[src/rtl/e1_pkg.sv]
package e1_pkg;
  localparam int OCTET_BITS = 8;
  localparam int BIT_IDX_W  = 3;
  localparam logic [6:0] FAS_PATTERN = 7'b0011011;

  typedef enum logic [1:0] {AL_HUNT, AL_NFAS, AL_FAS2, AL_SYNC} align_state_t;
  typedef enum logic [1:0] {MF_HUNT, MF_CHECK, MF_SYNC} mf_state_t;
endpackage

[src/rtl/e1_tx_gen.sv]
module e1_tx_gen import e1_pkg::*; #(
  parameter int TS_PER_FRAME  = 32,
  parameter int FRAMES_PER_MF = 16,
  parameter int MF_TS         = 16,
  localparam int TW = $clog2(TS_PER_FRAME),
  localparam int FW = $clog2(FRAMES_PER_MF)
) (
  input  logic          clk,
  input  logic          rst,
  input  logic          bit_en,
  input  logic          tx_payload,
  input  logic          tx_rai,
  input  logic          tx_mfa,
  output logic          tx_bit,
  output logic [TW-1:0] tx_ts,
  output logic [FW-1:0] tx_frame
);
  localparam logic [OCTET_BITS-1:0] EVEN_WORD = {1'b1, FAS_PATTERN};

  logic [BIT_IDX_W-1:0] bit_q;
  logic [TW-1:0]        ts_q;
  logic [FW-1:0]        frm_q;
  logic [OCTET_BITS-1:0] odd_word, mf_word;
  logic nb, ts_last, frm_last;

  always_comb begin
    odd_word = {2'b11, tx_rai, 5'b11111};
    mf_word  = {4'b0000, 1'b1, tx_mfa, 2'b11};
    ts_last  = (ts_q == TW'(TS_PER_FRAME - 1));
    frm_last = (frm_q == FW'(FRAMES_PER_MF - 1));
    nb = tx_payload;
    if (ts_q == '0)
      nb = frm_q[0] ? odd_word[~bit_q] : EVEN_WORD[~bit_q];
    else if (ts_q == TW'(MF_TS) && frm_q == '0)
      nb = mf_word[~bit_q];
  end

  always_ff @(posedge clk) begin
    if (rst) begin
      bit_q    <= '0;
      ts_q     <= '0;
      frm_q    <= '0;
      tx_bit   <= 1'b0;
      tx_ts    <= '0;
      tx_frame <= '0;
    end else if (bit_en) begin
      tx_bit   <= nb;
      tx_ts    <= ts_q;
      tx_frame <= frm_q;
      bit_q    <= bit_q + 1'b1;
      if (bit_q == BIT_IDX_W'(OCTET_BITS - 1)) begin
        ts_q <= ts_last ? '0 : ts_q + 1'b1;
        if (ts_last) frm_q <= frm_last ? '0 : frm_q + 1'b1;
      end
    end
  end

  p_tx_hold_r1: assert property (@(posedge clk) disable iff (rst)
    !bit_en |=> $stable(tx_bit) && $stable(tx_ts) && $stable(tx_frame));

  p_tx_nfas_one_r3: assert property (@(posedge clk) disable iff (rst)
    bit_en && ts_q == '0 && frm_q[0] && bit_q == 3'd1 |=> tx_bit);

  p_tx_mf_zero_r4: assert property (@(posedge clk) disable iff (rst)
    bit_en && ts_q == TW'(MF_TS) && frm_q == '0 && !bit_q[2] |=> !tx_bit);
endmodule

[src/rtl/e1_rx_align.sv]
module e1_rx_align import e1_pkg::*; #(
  parameter int TS_PER_FRAME  = 32,
  parameter int MF_TS         = 16,
  parameter int FAS_ERR_LIMIT = 3,
  localparam int TW = $clog2(TS_PER_FRAME),
  localparam int PW = TW + BIT_IDX_W
) (
  input  logic                  clk,
  input  logic                  rst,
  input  logic                  bit_en,
  input  logic                  rx_bit,
  input  logic                  frm_lsb,
  output logic                  lock,
  output logic [OCTET_BITS-1:0] sh_new,
  output logic                  ev_found,
  output logic                  ev_wrap,
  output logic                  ev_lost,
  output logic                  ev_ts16,
  output logic [TW-1:0]         rx_ts,
  output logic                  rx_ts_strobe,
  output logic [OCTET_BITS-1:0] rx_octet,
  output logic                  rx_rai
);
  localparam int FRAME_BITS = TS_PER_FRAME * OCTET_BITS;
  localparam int LAST_BIT   = OCTET_BITS - 1;
  localparam int TS16_END   = MF_TS * OCTET_BITS + LAST_BIT;
  localparam int EW         = $clog2(FAS_ERR_LIMIT + 1);

  align_state_t          st_q;
  logic [PW-1:0]         pos_q, pos_inc;
  logic [OCTET_BITS-1:0] sh_q;
  logic [EW-1:0]         err_q;
  logic fas_ok, ts0_end, fas_chk;

  always_comb begin
    sh_new   = {sh_q[OCTET_BITS-2:0], rx_bit};
    pos_inc  = (pos_q == PW'(FRAME_BITS - 1)) ? '0 : pos_q + 1'b1;
    fas_ok   = (sh_new[6:0] == FAS_PATTERN);
    ts0_end  = (pos_inc == PW'(LAST_BIT));
    ev_found = bit_en && st_q == AL_HUNT && fas_ok;
    ev_wrap  = bit_en && !ev_found && pos_inc == '0;
    ev_ts16  = bit_en && st_q == AL_SYNC && pos_inc == PW'(TS16_END);
    fas_chk  = bit_en && st_q == AL_SYNC && ts0_end && !frm_lsb;
    ev_lost  = fas_chk && !fas_ok && err_q == EW'(FAS_ERR_LIMIT - 1);
  end

  assign lock  = (st_q == AL_SYNC);
  assign rx_ts = pos_q[PW-1:BIT_IDX_W];

  always_ff @(posedge clk) begin
    if (rst) begin
      st_q         <= AL_HUNT;
      pos_q        <= '1;
      sh_q         <= '0;
      err_q        <= '0;
      rx_ts_strobe <= 1'b0;
      rx_octet     <= '0;
      rx_rai       <= 1'b0;
    end else begin
      rx_ts_strobe <= 1'b0;
      if (bit_en) begin
        sh_q  <= sh_new;
        pos_q <= ev_found ? PW'(LAST_BIT) : pos_inc;
        if (st_q == AL_SYNC && pos_inc[BIT_IDX_W-1:0] == BIT_IDX_W'(LAST_BIT)) begin
          rx_ts_strobe <= 1'b1;
          rx_octet     <= sh_new;
        end
        case (st_q)
          AL_HUNT: if (fas_ok) st_q <= AL_NFAS;
          AL_NFAS: if (ts0_end) st_q <= sh_new[6] ? AL_FAS2 : AL_HUNT;
          AL_FAS2: if (ts0_end) begin
            st_q  <= fas_ok ? AL_SYNC : AL_HUNT;
            err_q <= '0;
          end
          default: if (ts0_end) begin
            if (!frm_lsb) begin
              if (fas_ok) err_q <= '0;
              else if (ev_lost) begin
                st_q  <= AL_HUNT;
                err_q <= '0;
              end else err_q <= err_q + 1'b1;
            end else begin
              rx_rai <= sh_new[5];
            end
          end
        endcase
      end
    end
  end

  p_lock_entry_r5: assert property (@(posedge clk) disable iff (rst)
    $rose(lock) |-> $past(st_q) == AL_FAS2);

  p_loss_count_r7: assert property (@(posedge clk) disable iff (rst)
    $fell(lock) && !$past(rst) |-> $past(err_q) == EW'(FAS_ERR_LIMIT - 1));

  p_strobe_single_r8: assert property (@(posedge clk) disable iff (rst)
    rx_ts_strobe |=> !rx_ts_strobe);
endmodule

[src/rtl/e1_rx_mf.sv]
module e1_rx_mf import e1_pkg::*; #(
  parameter int FRAMES_PER_MF = 16,
  localparam int FW = $clog2(FRAMES_PER_MF)
) (
  input  logic                  clk,
  input  logic                  rst,
  input  logic                  ev_found,
  input  logic                  ev_wrap,
  input  logic                  ev_lost,
  input  logic                  ev_ts16,
  input  logic [OCTET_BITS-1:0] octet,
  output logic [FW-1:0]         frame,
  output logic                  mf_lock,
  output logic                  mfa
);
  mf_state_t st_q;
  logic nib_zero, at_f0;

  assign nib_zero = (octet[7:4] == 4'b0000);
  assign at_f0    = (frame == '0);
  assign mf_lock  = (st_q == MF_SYNC);

  always_ff @(posedge clk) begin
    if (rst) begin
      frame <= '0;
      st_q  <= MF_HUNT;
      mfa   <= 1'b0;
    end else begin
      if (ev_found) frame <= '0;
      else if (ev_wrap)
        frame <= (frame == FW'(FRAMES_PER_MF - 1)) ? '0 : frame + 1'b1;
      if (ev_lost) st_q <= MF_HUNT;
      else if (ev_ts16) begin
        case (st_q)
          MF_HUNT: if (!frame[0] && nib_zero) begin
            frame <= '0;
            st_q  <= MF_CHECK;
          end
          MF_CHECK: if (at_f0) begin
            if (nib_zero) begin
              st_q <= MF_SYNC;
              mfa  <= octet[2];
            end else st_q <= MF_HUNT;
          end
          default: if (at_f0) mfa <= octet[2];
        endcase
      end
    end
  end

  p_mf_entry_r10: assert property (@(posedge clk) disable iff (rst)
    $rose(mf_lock) |-> frame == '0);
endmodule

[src/rtl/e1_framer.sv]
module e1_framer import e1_pkg::*; #(
  parameter int TS_PER_FRAME  = 32,
  parameter int FRAMES_PER_MF = 16,
  parameter int MF_TS         = 16,
  parameter int FAS_ERR_LIMIT = 3,
  localparam int TW = $clog2(TS_PER_FRAME),
  localparam int FW = $clog2(FRAMES_PER_MF)
) (
  input  logic                  clk,
  input  logic                  rst,
  input  logic                  bit_en,
  input  logic                  tx_payload,
  input  logic                  tx_rai,
  input  logic                  tx_mfa,
  output logic                  tx_bit,
  output logic [TW-1:0]         tx_ts,
  output logic [FW-1:0]         tx_frame,
  input  logic                  rx_bit,
  output logic                  rx_frame_lock,
  output logic                  rx_mf_lock,
  output logic [FW-1:0]         rx_frame,
  output logic [TW-1:0]         rx_ts,
  output logic                  rx_ts_strobe,
  output logic [OCTET_BITS-1:0] rx_octet,
  output logic                  rx_rai,
  output logic                  rx_mfa
);
  logic [OCTET_BITS-1:0] sh_new;
  logic ev_found, ev_wrap, ev_lost, ev_ts16;

  e1_tx_gen #(.TS_PER_FRAME(TS_PER_FRAME), .FRAMES_PER_MF(FRAMES_PER_MF), .MF_TS(MF_TS)) tx_i (
    .clk(clk), .rst(rst), .bit_en(bit_en), .tx_payload(tx_payload),
    .tx_rai(tx_rai), .tx_mfa(tx_mfa), .tx_bit(tx_bit), .tx_ts(tx_ts), .tx_frame(tx_frame));

  e1_rx_align #(.TS_PER_FRAME(TS_PER_FRAME), .MF_TS(MF_TS), .FAS_ERR_LIMIT(FAS_ERR_LIMIT)) al_i (
    .clk(clk), .rst(rst), .bit_en(bit_en), .rx_bit(rx_bit), .frm_lsb(rx_frame[0]),
    .lock(rx_frame_lock), .sh_new(sh_new), .ev_found(ev_found), .ev_wrap(ev_wrap),
    .ev_lost(ev_lost), .ev_ts16(ev_ts16), .rx_ts(rx_ts), .rx_ts_strobe(rx_ts_strobe),
    .rx_octet(rx_octet), .rx_rai(rx_rai));

  e1_rx_mf #(.FRAMES_PER_MF(FRAMES_PER_MF)) mf_i (
    .clk(clk), .rst(rst), .ev_found(ev_found), .ev_wrap(ev_wrap), .ev_lost(ev_lost),
    .ev_ts16(ev_ts16), .octet(sh_new), .frame(rx_frame), .mf_lock(rx_mf_lock), .mfa(rx_mfa));

  p_mf_follows_frame_r11: assert property (@(posedge clk) disable iff (rst)
    rx_mf_lock |-> rx_frame_lock);
endmodule

[config.mk]
export PLATFORM = sky130hd
export DESIGN_NAME = e1_framer
export DESIGN_NICKNAME = d
export VERILOG_FILES = /design/src/rtl/e1_pkg.sv /design/src/rtl/e1_tx_gen.sv /design/src/rtl/e1_rx_align.sv /design/src/rtl/e1_rx_mf.sv /design/src/rtl/e1_framer.sv
export SDC_FILE = /design/constraint.sdc
export NUM_CORES = 1
export LEC_CHECK = 0
export ABC_AREA = 1
export BUFFER_PORTS_ARGS = -buffer_cell sky130_fd_sc_hd__buf_2
export CAP_MARGIN = 10
export CORE_MARGIN = 8
export CORE_UTILIZATION = 52
export DETAILED_ROUTE_END_ITERATION = 16
export GPL_TIMING_DRIVEN = 0
export HOLD_SLACK_MARGIN = 0.1
export PLACE_DENSITY = 0.76
export SLEW_MARGIN = 10
export SYNTH_ARGS = -nofsm -noshare
export SYNTH_HDL_FRONTEND = slang
export SYNTH_SLANG_ARGS = --single-unit
[constraint.sdc]
create_clock -name clk -period 1.87 [get_ports clk]
set_input_delay 0.2805 -clock clk [delete_from_list [all_inputs] [get_ports clk]]
set_output_delay 0.2805 -clock clk [all_outputs]
set_load 0.03 [all_outputs]
==> flow_metrics.py <==
metrics = {
    "outcome": {
        "outcome": "finished with violations",
        "violations": "setup timing",
    },
    "pwr": {
        "p_per_area_nw_per_um2": 807,
        "p_sw_uw": 903,
        "peakVddDrop_uv": 780,
        "total_power_mw": 2.92,
        "clkPwrFrac_pct": 32.1,
        "p_leak_nw": 1.66,
        "p_seq_share_pct": 46.1,
        "comb_power_share_pct": 21.8,
        "p_int_mw": 2.02,
        "p_sw_share_pct": 30.9,
    },
    "route": {
        "wl_per_cell_um": 13.4,
        "final_antenna_net_count": 0,
        "avgViaCountPerCell": 5.21,
        "drt_wl_total_mm": 7.13,
        "drc": 0,
        "vias": 2782,
        "drt_iter0_markers": 109,
        "firstDrtPassIters": 4,
    },
    "layout": {
        "final_area_sq_um": 3620,
        "syn2layout_area_growth_pct": 24.7,
        "antenna-diode-count": 0,
        "final_cells": 534,
        "nets": 481,
        "drive_above_1_share_pct": 24.5,
    },
    "grt": {
        "met3_usage_pct": 4.66,
        "grt_pass1_wl_mm": 12.0,
        "grt_use_total_pct": 17.5,
        "grtUsageMet2_pct": 29.8,
        "grt_most_used_layer": "met2",
        "use_met1_pct": 19.5,
        "antenna_found_initial": 0,
        "gr-total-overflow": 0,
        "grt_pass1_vias": 2797,
        "grt_max_degree": 11,
    },
    "synth": {
        "synthTopCellsByCount": "nand2_1, dfxtp_1, nor2_1",
        "ys_warn_count": 0,
        "yosysMostFrequentCell": "nand2_1",
        "seq_area_frac_synth_pct": 40.0,
        "synth_cells": 397,
        "syn_area_per_cell_sq_um": 7.31,
        "synth_top_area_share_pct": 40.0,
        "synth_cell_types": 33,
        "yosys.area.top_type": "dfxtp_1",
        "ys.flop_type": "dfxtp_1",
        "syn_nets": 420,
        "syn_area_sq_um": 2900,
        "synth_edf_count": 0,
        "async_flop_share_pct": 0,
        "ys_seq_elements": 58,
        "ys_top_cells_by_area": "dfxtp_1, nand2_1, o21ai_0",
    },
    "timing": {
        "slew_viol_final": 0,
        "rsz0062_at_grt": "yes",
        "finalHoldViolations": 0,
        "period_share_pct": 101,
        "skew_ns": 0.00603,
        "period_needed_ns": 1.88,
        "timing.fmax_mhz": 531,
        "setup_viol": 4,
        "maxSlewHeadroom_pct": 66.6,
        "worstMarginPinSlew_ns": 0.502,
        "setup_ws_ns": -0.0128,
    },
    "setup_path": {
        "r2r_slack_ns": -0.01,
        "critical-path-slowest-cell": "dfxtp_2",
        "critPathMaxFanout": 6,
        "crit_chain": "ha_4, nand2_4, nor2_4, buf_12, xnor2_4, nand2_4, nor2_4, nand2_2, nor3_4, buf_6, nand3_1, nand2_1, nor2_1",
        "required_ns": 2.09,
        "cpPeakStageDelay_ns": 0.36,
        "critPathArrivalTime_ns": 2.10,
        "critPathKind": "reg2reg",
        "critical_path.endpoint_type": "register",
        "critPathLaunchType": "register",
    },
    "clock_tree": {
        "cts.sinks": 58,
        "cts_tree": "built",
        "clk_path_buf_depth": 2,
        "clock_latency_ns": 0.33,
        "numCtsBuffers": 9,
        "cts-htree-levels": 3,
        "clk_pin_slew_worst_paths_ns": 0.06,
        "cts_root_buf": "clkbuf_8",
        "postCtsHoldBufs": 0,
    },
    "placement": {
        "dp_slack_ns": -0.211,
        "dp_cells": 506,
        "portBuffers": 37,
        "dp_hpwl_mm": 5.00,
        "gp_congestion": 0.883,
        "postPlaceCellArea_sq_um": 3180,
    },
    "floorplanning": {
        "die_h_um": 90.7,
        "row_count": 27,
        "die_area_sq_um": 8230,
        "core_area_sq_um": 5440,
        "start_util_pct": 53.4,
        "die_x_um": 90.7,
        "boundaryPins": 39,
    },
    "hold_path": {
        "hp-class": "in2reg",
    },
    "run": {
        "drv_cap": 0,
    },
}
-- cell usage in the layout, fill, tap and decap left out, types with 2 or more instances in the layout --
cell and count:
nand3_4 2, clkinv_1 2, nand2_2 7, clkbuf_8 9, nor2_4 4, buf_4 16, nand2_1 55, nand4_1 3
xnor2_1 2, buf_2 39, clkbuf_1 8, nor2_1 51, a21oi_1 33, buf_6 2, dfxtp_2 5, clkinv_2 2
buf_1 2, inv_1 43, nand3_1 22, nor2_2 3, nand3_2 3, ha_1 15, nor3_1 9, dfxtp_1 52
o21ai_2 2, o21ai_0 41, nand2_4 5, o221ai_1 4
-- sequential cells by signal (all words and copies together), names as in the netlist --
name	cells
mf_i.st_q	2
al_i.rx_octet	8
tx_i.tx_ts	5
tx_i.tx_frame	4
al_i.st_q	2
tx_i.bit_q	3
al_i.pos_q	8
al_i.err_q	2
al_i.sh_q	7
tx_i.tx_bit	1
mf_i.frame	4
tx_i.frm_q	4
tx_i.ts_q	5
al_i.rx_rai	1
mf_i.mfa	1
al_i.rx_ts_strobe	1
-- logic make-up after synthesis --
family                   share of synthesized area, %
AND/OR/NAND/NOR                                  27.2
buffers and inverters                            8.88
adder cells (fa/ha/maj)                          6.90
XOR/XNOR                                         1.21
flip-flops                                       40.0
AO/OA/AOI/OAI                                    15.9
-- per-layer routing --
| metal | part of all wire [%] | wire, um |
|---|---|---|
| met4 | 2.4 | 173 |
| met5 | 0 | 0 |
| met2 | 48 | 3440 |
| met3 | 4.0 | 288 |
| met1 | 45 | 3230 |
-- final timing paths --
path | start | end | cells past startpoint
max | al_i.pos_q[1] | mf_i.frame[2] | 13
min | rx_bit | al_i.sh_q[0] | 3
max reg2reg | al_i.pos_q[1] | mf_i.frame[2] | 13
min reg2reg | al_i.rx_rai | al_i.rx_rai | 2
-- what timing repair did --
action | 4_1_cts | 5_1_grt
setup buffers | 3 | 10
resized for setup | 23 | 23
pin swaps | 5 | 15
endpoints found under the setup margin | 19 | 13
-- metrics by stage --
stage	util (%)	TNS [ns]	hold slack, ns
floorplan	-	0	0.350
global placement	58.4	-1.21	0.445
detailed placement	58.4	-2.00	0.449
CTS	63.4	0	0.202
global route	66.5	-1.47	0.227
finish	66.5	-0.0326	0.208
-- power by group through the flow --
stage               clock network [mW]  logic, mW  registers, mW
global placement                     0      0.446           1.36
floorplan                            0      0.333           1.38
detailed placement                   0      0.454           1.36
finish                           0.939      0.637           1.35
global route                      1.02      0.696           1.35
CTS                              0.954      0.515           1.34
-- layout make-up --
cell class	instances	area, sq um
fill	474	1820
inverter	46	173
timing repair buffer	50	303
clock inverter	3	17.5
clock buffer	12	135
buffer	16	86.3
multi-input combinational	277	1640
tap	72	90.1
sequential	58	1170
-- critical path, delay by kind of cell (launching register included) --
| family | cells | cell delay [ns] |
|---|---|---|
| AND/OR/NAND/NOR | 9 | 0.85 |
| flip-flops | 1 | 0.36 |
| buffers and inverters | 2 | 0.28 |
| adder cells (fa/ha/maj) | 1 | 0.16 |
| XOR/XNOR | 1 | 0.12 |
Note: power is estimated with default switching activity, not from simulation.
